**src/rtl/bt_pkg.sv**
```systemverilog
package bt_pkg;

  typedef enum logic [2:0] {
    K_COND  = 3'd0,
    K_RCALL = 3'd1,
    K_ICALL = 3'd2,
    K_RET   = 3'd3,
    K_IJMP  = 3'd4,
    K_RJMP  = 3'd5,
    K_FAR   = 3'd6,
    K_OTHER = 3'd7
  } br_kind_e;

  localparam int SEL_W      = 10;
  localparam int SEL_RING0  = 0;
  localparam int SEL_RINGN  = 1;
  localparam int SEL_KIND0  = 2;
  localparam int SEL_STACK  = 9;

  localparam int CTL_EN     = 0;
  localparam int CTL_FRZEN  = 1;
  localparam int CTL_FROZEN = 2;

  localparam logic [7:0] RA_CTRL = 8'h00;
  localparam logic [7:0] RA_SEL  = 8'h01;
  localparam logic [7:0] RA_TOS  = 8'h02;
  localparam logic [7:0] RA_CLR  = 8'h03;

  localparam logic [1:0] RG_MISC = 2'b00;
  localparam logic [1:0] RG_FROM = 2'b01;
  localparam logic [1:0] RG_TO   = 2'b10;

  // True when the select bits veto this event.
  function automatic logic is_suppressed(input logic [SEL_W-1:0] sel,
                                         input logic ring0,
                                         input br_kind_e kind);
    logic s;
    s = ring0 ? sel[SEL_RING0] : sel[SEL_RINGN];
    if (kind != K_OTHER)
      s = s | sel[SEL_KIND0 + int'(kind)];
    return s;
  endfunction

  // Source word layout: flags in the top three bits, address below.
  function automatic logic [63:0] pack_src(input logic [60:0] addr,
                                           input logic mis,
                                           input logic intx,
                                           input logic abt);
    return {mis, intx, abt, addr};
  endfunction

  function automatic logic is_call(input br_kind_e kind);
    return (kind == K_RCALL) || (kind == K_ICALL);
  endfunction

endpackage

```
**src/rtl/bt_filter.sv**
```systemverilog
module bt_filter
  import bt_pkg::*;
(
  input  logic             br_valid,
  input  logic             br_ring0,
  input  br_kind_e         br_kind,
  input  logic [SEL_W-1:0] sel,
  input  logic             enable,
  input  logic             frozen,
  input  logic             blocked,
  output logic             cap_push,
  output logic             cap_pop
);

  logic live;
  logic stack_mode;

  assign stack_mode = sel[SEL_STACK];
  assign live = br_valid && enable && !frozen && !blocked &&
                !is_suppressed(sel, br_ring0, br_kind);

  assign cap_push = live && (!stack_mode || is_call(br_kind));
  assign cap_pop  = live && stack_mode && (br_kind == K_RET);

endmodule

```
**src/rtl/bt_ptr.sv**
```systemverilog
module bt_ptr #(
  parameter int DEPTH = 16,
  localparam int IDX_W = $clog2(DEPTH)
) (
  input  logic             clk,
  input  logic             rst_n,
  input  logic             ld,
  input  logic [IDX_W-1:0] ld_val,
  input  logic             push,
  input  logic             pop,
  output logic [IDX_W-1:0] tos_q,
  output logic [IDX_W-1:0] tos_up
);

  function automatic logic [IDX_W-1:0] step(input logic [IDX_W-1:0] p,
                                            input logic up);
    return up ? p + IDX_W'(1) : p - IDX_W'(1);
  endfunction

  assign tos_up = step(tos_q, 1'b1);

  always_ff @(posedge clk or negedge rst_n) begin
    if (!rst_n)    tos_q <= '0;
    else if (ld)   tos_q <= ld_val;
    else if (push) tos_q <= tos_up;
    else if (pop)  tos_q <= step(tos_q, 1'b0);
  end

endmodule

```
**src/rtl/bt_store.sv**
```systemverilog
module bt_store #(
  parameter int DEPTH = 16,
  localparam int IDX_W = $clog2(DEPTH)
) (
  input  logic             clk,
  input  logic             rst_n,
  input  logic             clr,
  input  logic             we_from,
  input  logic             we_to,
  input  logic [IDX_W-1:0] widx,
  input  logic [63:0]      wfrom,
  input  logic [63:0]      wto,
  input  logic [IDX_W-1:0] ridx,
  output logic [63:0]      rfrom,
  output logic [63:0]      rto
);

  logic [63:0] from_q [DEPTH];
  logic [63:0] to_q   [DEPTH];
  logic [DEPTH-1:0] hit_from;
  logic [DEPTH-1:0] hit_to;

  for (genvar i = 0; i < DEPTH; i++) begin : g_dec
    assign hit_from[i] = we_from && (widx == IDX_W'(i));
    assign hit_to[i]   = we_to   && (widx == IDX_W'(i));
  end

  always_ff @(posedge clk or negedge rst_n) begin
    if (!rst_n) begin
      for (int i = 0; i < DEPTH; i++) begin
        from_q[i] <= '0;
        to_q[i]   <= '0;
      end
    end else begin
      for (int i = 0; i < DEPTH; i++) begin
        if (clr) begin
          from_q[i] <= '0;
          to_q[i]   <= '0;
        end else begin
          if (hit_from[i]) from_q[i] <= wfrom;
          if (hit_to[i])   to_q[i]   <= wto;
        end
      end
    end
  end

  assign rfrom = from_q[ridx];
  assign rto   = to_q[ridx];

endmodule

```
**src/rtl/branch_trail.sv**
```systemverilog
module branch_trail
  import bt_pkg::*;
#(
  parameter int DEPTH = 16
) (
  input  logic        clk,
  input  logic        rst_n,
  input  logic        br_valid,
  input  logic [63:0] br_from,
  input  logic [63:0] br_to,
  input  logic        br_ring0,
  input  logic [2:0]  br_kind,
  input  logic        br_mispred,
  input  logic        br_in_tx,
  input  logic        br_abort,
  input  logic        freeze_irq,
  input  logic        reg_req,
  input  logic        reg_we,
  input  logic [7:0]  reg_addr,
  input  logic [63:0] reg_wdata,
  output logic [63:0] reg_rdata
);

  localparam int IDX_W = $clog2(DEPTH);

  // Control state
  logic             en_q, frz_en_q, frozen_q;
  logic [SEL_W-1:0] sel_q;

  // Register decode
  logic             wr, rd;
  logic [1:0]       grp;
  logic [IDX_W-1:0] off;
  logic             wr_ctrl, wr_sel, ptr_ld, clr_all, wr_from, wr_to;

  assign wr      = reg_req && reg_we;
  assign rd      = reg_req && !reg_we;
  assign grp     = reg_addr[7:6];
  assign off     = reg_addr[IDX_W-1:0];
  assign wr_ctrl = wr && (reg_addr == RA_CTRL);
  assign wr_sel  = wr && (reg_addr == RA_SEL);
  assign ptr_ld  = wr && (reg_addr == RA_TOS);
  assign clr_all = wr && (reg_addr == RA_CLR);
  assign wr_from = wr && (grp == RG_FROM);
  assign wr_to   = wr && (grp == RG_TO);

  // Internal events brought out for the checker
  logic             cap_push, cap_pop, frz_evt;
  logic [IDX_W-1:0] tos_q, tos_up;

  assign frz_evt = freeze_irq && en_q && frz_en_q;

  always_ff @(posedge clk or negedge rst_n) begin
    if (!rst_n) begin
      en_q     <= 1'b0;
      frz_en_q <= 1'b0;
      frozen_q <= 1'b0;
      sel_q    <= '0;
    end else begin
      if (wr_ctrl) begin
        en_q     <= reg_wdata[CTL_EN];
        frz_en_q <= reg_wdata[CTL_FRZEN];
        frozen_q <= reg_wdata[CTL_FROZEN];
      end else if (frz_evt) begin
        frozen_q <= 1'b1;
      end
      if (wr_sel) sel_q <= reg_wdata[SEL_W-1:0];
    end
  end

  bt_filter u_filter (
    .br_valid (br_valid),
    .br_ring0 (br_ring0),
    .br_kind  (br_kind_e'(br_kind)),
    .sel      (sel_q),
    .enable   (en_q),
    .frozen   (frozen_q),
    .blocked  (wr),
    .cap_push (cap_push),
    .cap_pop  (cap_pop)
  );

  bt_ptr #(.DEPTH(DEPTH)) u_ptr (
    .clk    (clk),
    .rst_n  (rst_n),
    .ld     (ptr_ld),
    .ld_val (reg_wdata[IDX_W-1:0]),
    .push   (cap_push),
    .pop    (cap_pop),
    .tos_q  (tos_q),
    .tos_up (tos_up)
  );

  // Store write port: register path or capture path (never both)
  logic             st_we_from, st_we_to;
  logic [IDX_W-1:0] st_widx;
  logic [63:0]      st_wfrom, st_wto;
  logic [63:0]      st_rfrom, st_rto;

  always_comb begin
    st_we_from = 1'b0;
    st_we_to   = 1'b0;
    st_widx    = off;
    st_wfrom   = reg_wdata;
    st_wto     = reg_wdata;
    if (wr) begin
      st_we_from = wr_from;
      st_we_to   = wr_to;
    end else if (cap_push) begin
      st_we_from = 1'b1;
      st_we_to   = 1'b1;
      st_widx    = tos_up;
      st_wfrom   = pack_src(br_from[60:0], br_mispred, br_in_tx, br_abort);
      st_wto     = br_to;
    end else if (cap_pop) begin
      st_we_from = 1'b1;
      st_we_to   = 1'b1;
      st_widx    = tos_q;
      st_wfrom   = '0;
      st_wto     = '0;
    end
  end

  bt_store #(.DEPTH(DEPTH)) u_store (
    .clk     (clk),
    .rst_n   (rst_n),
    .clr     (clr_all),
    .we_from (st_we_from),
    .we_to   (st_we_to),
    .widx    (st_widx),
    .wfrom   (st_wfrom),
    .wto     (st_wto),
    .ridx    (off),
    .rfrom   (st_rfrom),
    .rto     (st_rto)
  );

  // Registered read data
  logic [63:0] rd_mux;

  always_comb begin
    rd_mux = '0;
    unique case (grp)
      RG_FROM: rd_mux = st_rfrom;
      RG_TO:   rd_mux = st_rto;
      RG_MISC: begin
        if (reg_addr == RA_CTRL) rd_mux = 64'({frozen_q, frz_en_q, en_q});
        else if (reg_addr == RA_SEL) rd_mux = 64'(sel_q);
        else if (reg_addr == RA_TOS) rd_mux = 64'(tos_q);
      end
      default: rd_mux = '0;
    endcase
  end

  always_ff @(posedge clk or negedge rst_n) begin
    if (!rst_n)  reg_rdata <= '0;
    else if (rd) reg_rdata <= rd_mux;
  end

endmodule

```
**config.mk**
```make
export PLATFORM = sky130hd
export DESIGN_NAME = branch_trail
export DESIGN_NICKNAME = d
export VERILOG_FILES = /design/src/rtl/bt_pkg.sv /design/src/rtl/bt_filter.sv /design/src/rtl/bt_ptr.sv /design/src/rtl/bt_store.sv /design/src/rtl/branch_trail.sv
export SDC_FILE = /design/constraint.sdc
export NUM_CORES = 2
export LEC_CHECK = 0
export BUFFER_PORTS_ARGS = -buffer_cell sky130_fd_sc_hd__buf_2
export CORE_MARGIN = 2
export CORE_UTILIZATION = 45
export CTS_BUF_LIST = sky130_fd_sc_hd__clkbuf_16
export CTS_CLUSTER_SIZE = 14
export DETAILED_ROUTE_END_ITERATION = 6
export PLACE_DENSITY = 0.71
export SLEW_MARGIN = 20
export SYNTH_ARGS = -nofsm -noshare
export SYNTH_HDL_FRONTEND = slang
export SYNTH_SLANG_ARGS = --single-unit
```
**constraint.sdc**
```tcl
create_clock -name clk -period 5.7 [get_ports clk]
set_clock_uncertainty 0.2 [all_clocks]
set_input_delay 0.285 -clock clk [delete_from_list [all_inputs] [get_ports clk]]
set_output_delay 0.285 -clock clk [all_outputs]
set_load 0.02 [all_outputs]
```
After elaboration in Yosys (flattened, before gate mapping)
Cells that the tools add are included.
- register bits after elaboration: 2129
- latch bits: 0
- RAM bits: 0
- memory bits (read-only): 0
- input port bits: 213
- output and inout bits: 64
- logic and storage cells: 258
- memories: 0
- $add $sub $neg: 3
- multiply operators: 0
- div/mod/pow operators: 0
- order comparisons: 2
- eq/ne operators: 24
- shift-type cells: 0
- muxes and demuxes: 96
- bitwise logic cells: 2
- reduce and logical (&&, ||, !) cells: 93
- operators by type and width (operator ; count):
    $mux W64 ; 73
    $bmux W64 S4 ; 2
    $pmux W64 S3 ; 1
    $reduce_bool A2 Y1 ; 33
    $logic_and A1 B1 Y1 ; 49
    $eq A4 B4 Y1 const B ; 8
    $lt A32 B6 Y1 const B ; 1
    $mux W4 ; 7
    $mux W10 ; 2
    $eq A4 B3 Y1 const B ; 4
    $eq A8 B2 Y1 const B ; 2
    $mux W1 ; 10
    $eq A4 B2 Y1 const B ; 2
    $eq A8 B1 Y1 const B ; 1
    $logic_not A8 Y1 ; 1
    $eq A3 B2 Y1 const B ; 2
    $ge A5 B5 Y1 const B ; 1
    $logic_not A1 Y1 ; 5
    $not A4 Y5 ; 1
    $add A2 B3 Y4 const A ; 1
    $add A4 B1 Y4 const B ; 1
    $bmux W1 S4 ; 1
    $eq A4 B1 Y1 const B ; 1
    $logic_not A4 Y1 ; 1
    9 further kinds ; 10

Longest topological paths before layout
- word-level depth: 17
- mapped depth: 13
- gate-level depth less buffers: 9

By module
From an unflattened synthesis, not the netlist that was laid out.
- cell total of the unflattened synthesis: 10813
- area, all modules: 102125.4 um^2
- modules (own cells, without submodules) (module ; instances ; cells an instance ; area each (um^2)):
    bt_store ; 1 ; 10224 ; 96659.0
    branch_trail ; 1 ; 523 ; 4908.5
    bt_ptr ; 1 ; 38 ; 347.8
    bt_filter ; 1 ; 28 ; 210.2

Worst setup path after synthesis
No wires, ideal clock.
- kind: input to register
- start point: in reg_addr[0]
- end point: reg reg_rdata[32]
- setup time: 133 ps
- arrival: 2888 ps
- slack: 2479 ps
- stages on the path: 7
- buffers on the path: 3
- cell sequence: clkbuf_1 > buf_1 > buf_1 > mux4_2 > mux4_2 > a22oi_1 > o21ai_0
- word-level cells in the longest chain between the ends: 5
- elaborated cells between the ends (all ways): 8
- RTL lines (what ; line ; RTL):
    start, declared ; branch_trail.sv:19 ; input logic [7:0] reg_addr,
    $not A4 Y5 (implied by the code) (*) ; bt_store.sv:47, bt_store.sv:48 ;
    $bmux W64 S4, on equally long branches ; bt_store.sv:48, bt_store.sv:47 ;
    $mux W64, on equally long branches (2 in a row) ; bt_store.sv:48, bt_store.sv:47 ;
    $pmux W64 S3 (*) ; branch_trail.sv:143 ; unique case (grp)
    end signal, assigned ; branch_trail.sv:157 ; else if (rd) reg_rdata <= rd_mux;
    end, declared ; branch_trail.sv:21 ; output logic [63:0] reg_rdata
Mark *: on every way between the ends. The rest lies on a longest branch, timed or not. The select of a mux whose other input is x is not followed.
A chain may end at the register's enable or synchronous reset.

Worst setup path in the final report
- start point: reg sel_q[0]
- end point: reg u_store.from_q[101] (netlist bit)
- word-level cells in the longest chain between the ends: 15
- elaborated cells between the ends (all ways): 25
- RTL lines (what ; line ; RTL):
    start, declared ; branch_trail.sv:28 ; logic [SEL_W-1:0] sel_q;
    start signal, assigned ; branch_trail.sv:67 ; if (wr_sel) sel_q <= reg_wdata[SEL_W-1:0];
    $bmux W1 S4 ; bt_pkg.sv:40 ; s = s | sel[SEL_KIND0 + int'(kind)];
    $mux W1 (implied by the code) (2 in a row) ; bt_pkg.sv:40 ;
    $or A1 B1 Y1 ; bt_pkg.sv:40 ;
    $mux W1 (*) ; bt_pkg.sv:39 ; if (kind != K_OTHER)
    $logic_not A1 Y1 (*) ; bt_filter.sv:20 ; !is_suppressed(sel, br_ring0, br_kind);
    $logic_and A1 B1 Y1 (*) ; bt_filter.sv:19 ; assign live = br_valid && enable && !frozen && !blocked &&
    $logic_and A1 B1 Y1 (2 in a row) ; bt_filter.sv:23 ; assign cap_pop = live && stack_mode && (br_kind == K_RET);
    $mux W4 ; branch_trail.sv:115 ; end else if (cap_pop) begin
    $mux W4 ; branch_trail.sv:109 ; end else if (cap_push) begin
    $mux W4 ; branch_trail.sv:106 ; if (wr) begin
    $eq A4 B4 Y1 ; bt_store.sv:24 ; assign hit_from[i] = we_from && (widx == IDX_W'(i));
    $logic_and A1 B1 Y1 ; bt_store.sv:24 ;
    $reduce_bool A2 Y1 (no line) ; - ;
    end signal, assigned by index ; bt_store.sv:40 ; if (hit_from[i]) from_q[i] <= wfrom;
    end, declared ; bt_store.sv:18 ; logic [63:0] from_q [DEPTH];
Marks and branches as above.

==> run summary <==
status: completed
end-of-flow core utilization: 49.9%
clock-pin transition on the worst setup and hold timing paths: 0.07 ns
Final Non-Filler Cells: 11400
initial antenna violation count: 19
post-synthesis cell type count: 55
Die H: 484 microns
CP Data Arrival Time: 4.94 ns
syn nets: 8505
row cnt: 176
aggregate routed wire length: 296000 microns
TritonCTS sink count: 2129
power density cells: 304 nW/um^2
sequential share of power: 49.2%
synthesized flop and latch total: 2129
Clk pwr share: 39.6%
overall power: 34.9 mW
Area Growth Syn to Fin: 10.6%
Overflow after GRT: 0
Rel. slew slack: 22.4%
Peak Freq: 0.227 GHz
Post-CTS Resized: 0
RSZ-0062 raised after global routing: no
minimum clock period: 4.41 ns
# fillers: 19500
post-synthesis sequential area ratio: 51.4%
Int Power: 25.8 mW
Hold WC Path Type: primary input to flip-flop
Buffers on Ports: 273
iteration-0 DRC count of the detailed router: 7174
Via Count: 68100
Post-synth EDFFs: 0
final RePlAce weighted congestion: 0.793
worst hold slack: 0.0410 ns
combinational share of power: 11.2%
CTS buffer count: 212
post-route ant nets: 0
WP data required: 6.22 ns
all-layer global routing usage: 25.1%
synth top area cells: dfrtp_1 51%, mux2i_1 20%, mux4_2 14%
htree depth: 4
Final period util: 77.4%
Root Driver: clkbuf_16
top cell type's share of synthesized area: 51.4%
Final Setup Violations: 0
I/O pins: 277
Worst setup SP type: flip-flop
worst slew pin tran: 1.16 ns
Max IR drop VDD: 287 uV
switch share: 25.9%
leakage: 60.4 nW
DRC violations left: 0
first-pass GRT wire length: 449000 microns
Cells after Synth: 8289
final hold viol count: 0
Starting Density: 45.2%
fin nets: 8419
maximum net fanout on the critical path: 33
drt first pass iters: 6
post-synthesis cell type with the largest combined area: dfrtp_1
vias in the first global route: 70800
latest clock arrival within the worst-skew pair: 0.88 ns
Avg WL per Cell: 25.9 microns
dpl hpwl: 168000 microns
Post-synth ARST share: 100%
fraction of layout cells with a size suffix above 1: 17.0%
dpl cells: 11000
DR vias/cell: 5.97
syn avg cell area: 12.5 sq um
die area: 234000 sq um
Longest Clk Path Bufs: 3
die width: 484 microns
Max Transition Viols Final: 0
largest net degree at the start of global routing: 171
ys flop type: dfrtp_1
CP Capture Type: flip-flop
Syn Std Cell Area: 104000 sq um
max_cap viols: 0
synth warn: 0
commonest non-fill, non-tap cell in the layout: nand2_1
Crit Path Class: flip-flop to flip-flop
setup_tns: 0 ns
core footprint: 230000 sq um
CTS tree: done
most frequent cells in the layout: 2251 x nand2_1, 2129 x dfrtp_1, 2054 x mux2i_1, 641 x mux4_2, 268 x buf_2
Switching Power: 9.02 mW
-- area by class of cell --
cell class | count | area (sq um) | share of cell area (%)
antenna | 7 | 17.5 | 0.0153
inverter | 3 | 11.3 | 0.00982
multi-input combinational | 5352 | 46700 | 40.7
clock inverter | 176 | 1500 | 1.31
clock buffer | 212 | 5310 | 4.63
tap | 3026 | 3790 | 3.30
sequential | 2129 | 53300 | 46.5
timing repair buffer | 505 | 4120 | 3.60
-- per-stage QoR --
stage	cell area (sq um)	worst slack [ns]
final	115000	1.29
after global routing	115000	1.03
after CTS	115000	1.32
after detailed placement	107000	1.24
after global placement	107000	1.36
after floorplan	104000	2.48
-- critical path, stage by stage (launching register included) --
cell and delay [ns]:
dfrtp_1 0.41, mux2_1 0.32, or3_1 0.35, nor3_2 0.33, a32oi_1 0.35, nor3b_1 0.48
a211o_1 0.48, nand4_1 0.62, buf_12 0.44, mux2i_1 0.18
-- sequential cells by signal, indices dropped and copies added (netlist names) --
register and flops:
en_q 1, reg_rdata 64, u_ptr.tos_q 4, u_store.from_q 1024, sel_q 10, u_store.to_q 1024, frozen_q 1, frz_en_q 1
-- cell families after synthesis --
family                   Yosys count  share of synthesized area [%]
adder cells (fa/ha/maj)            3                         0.0362
multiplexers                    2714                           33.9
buffers and inverters            808                           3.83
XOR/XNOR                           4                         0.0338
AND/OR/NAND/NOR                 2330                           8.60
flip-flops                      2129                           51.4
AO/OA/AOI/OAI                    301                           2.18
-- cells in the mapped netlist (12+ instances only) --
cell type and n:
nand2_1 2251, dfrtp_1 2129, mux2i_1 2054, mux4_2 641
clkbuf_1 501, buf_4 151, a22o_1 131, o21ai_0 70
a22oi_1 64, buf_1 59, buf_2 53, buf_6 41
nand4_1 19, mux2_2 17, a21oi_1 12, nand3_1 12
-- worst paths after layout --
kind	start	endpoint	slack [ns]	cells after the start
worst max-delay path	sel_q[0]	u_store.from_q[101]	1.29	9
worst min-delay path	br_from[25]	u_store.from_q[153]	0.04	4
worst max register to register	sel_q[0]	u_store.from_q[101]	1.29	9
worst min register to register	reg_rdata[17]	reg_rdata[17]	0.28	2
max in group asynchronous	rst_n	u_store.from_q[410]	4.09	3
min in group asynchronous	rst_n	u_store.to_q[897]	0.12	3
-- what timing repair did --
action / 4_1_cts / 5_1_grt
hold buffers: 57 / 0
hold endpoints to repair: 511 / 0
buffers inserted: 0 / 0
-- per-layer routing --
layer,GRT usage [%],share of wire (%)
met3,4.32,6.3
met5,0,0.027
met2,40.8,48
met4,10.8,4.4
met1,33.3,41
-- power by group through the flow --
| stage | clock (mW) | sequential [mW] | combinational (mW) |
|---|---|---|---|
| 5_1_grt | 14.6 | 17.3 | 4.30 |
| 6_report | 13.8 | 17.2 | 3.90 |
| 3_5_place_dp | 0 | 17.4 | 3.88 |
| 4_1_cts | 14.0 | 17.1 | 3.93 |
| 3_3_place_gp | 0 | 17.3 | 3.70 |
| 2_1_floorplan | 0 | 17.2 | 2.61 |
Power figures use the tool's default switching activity.
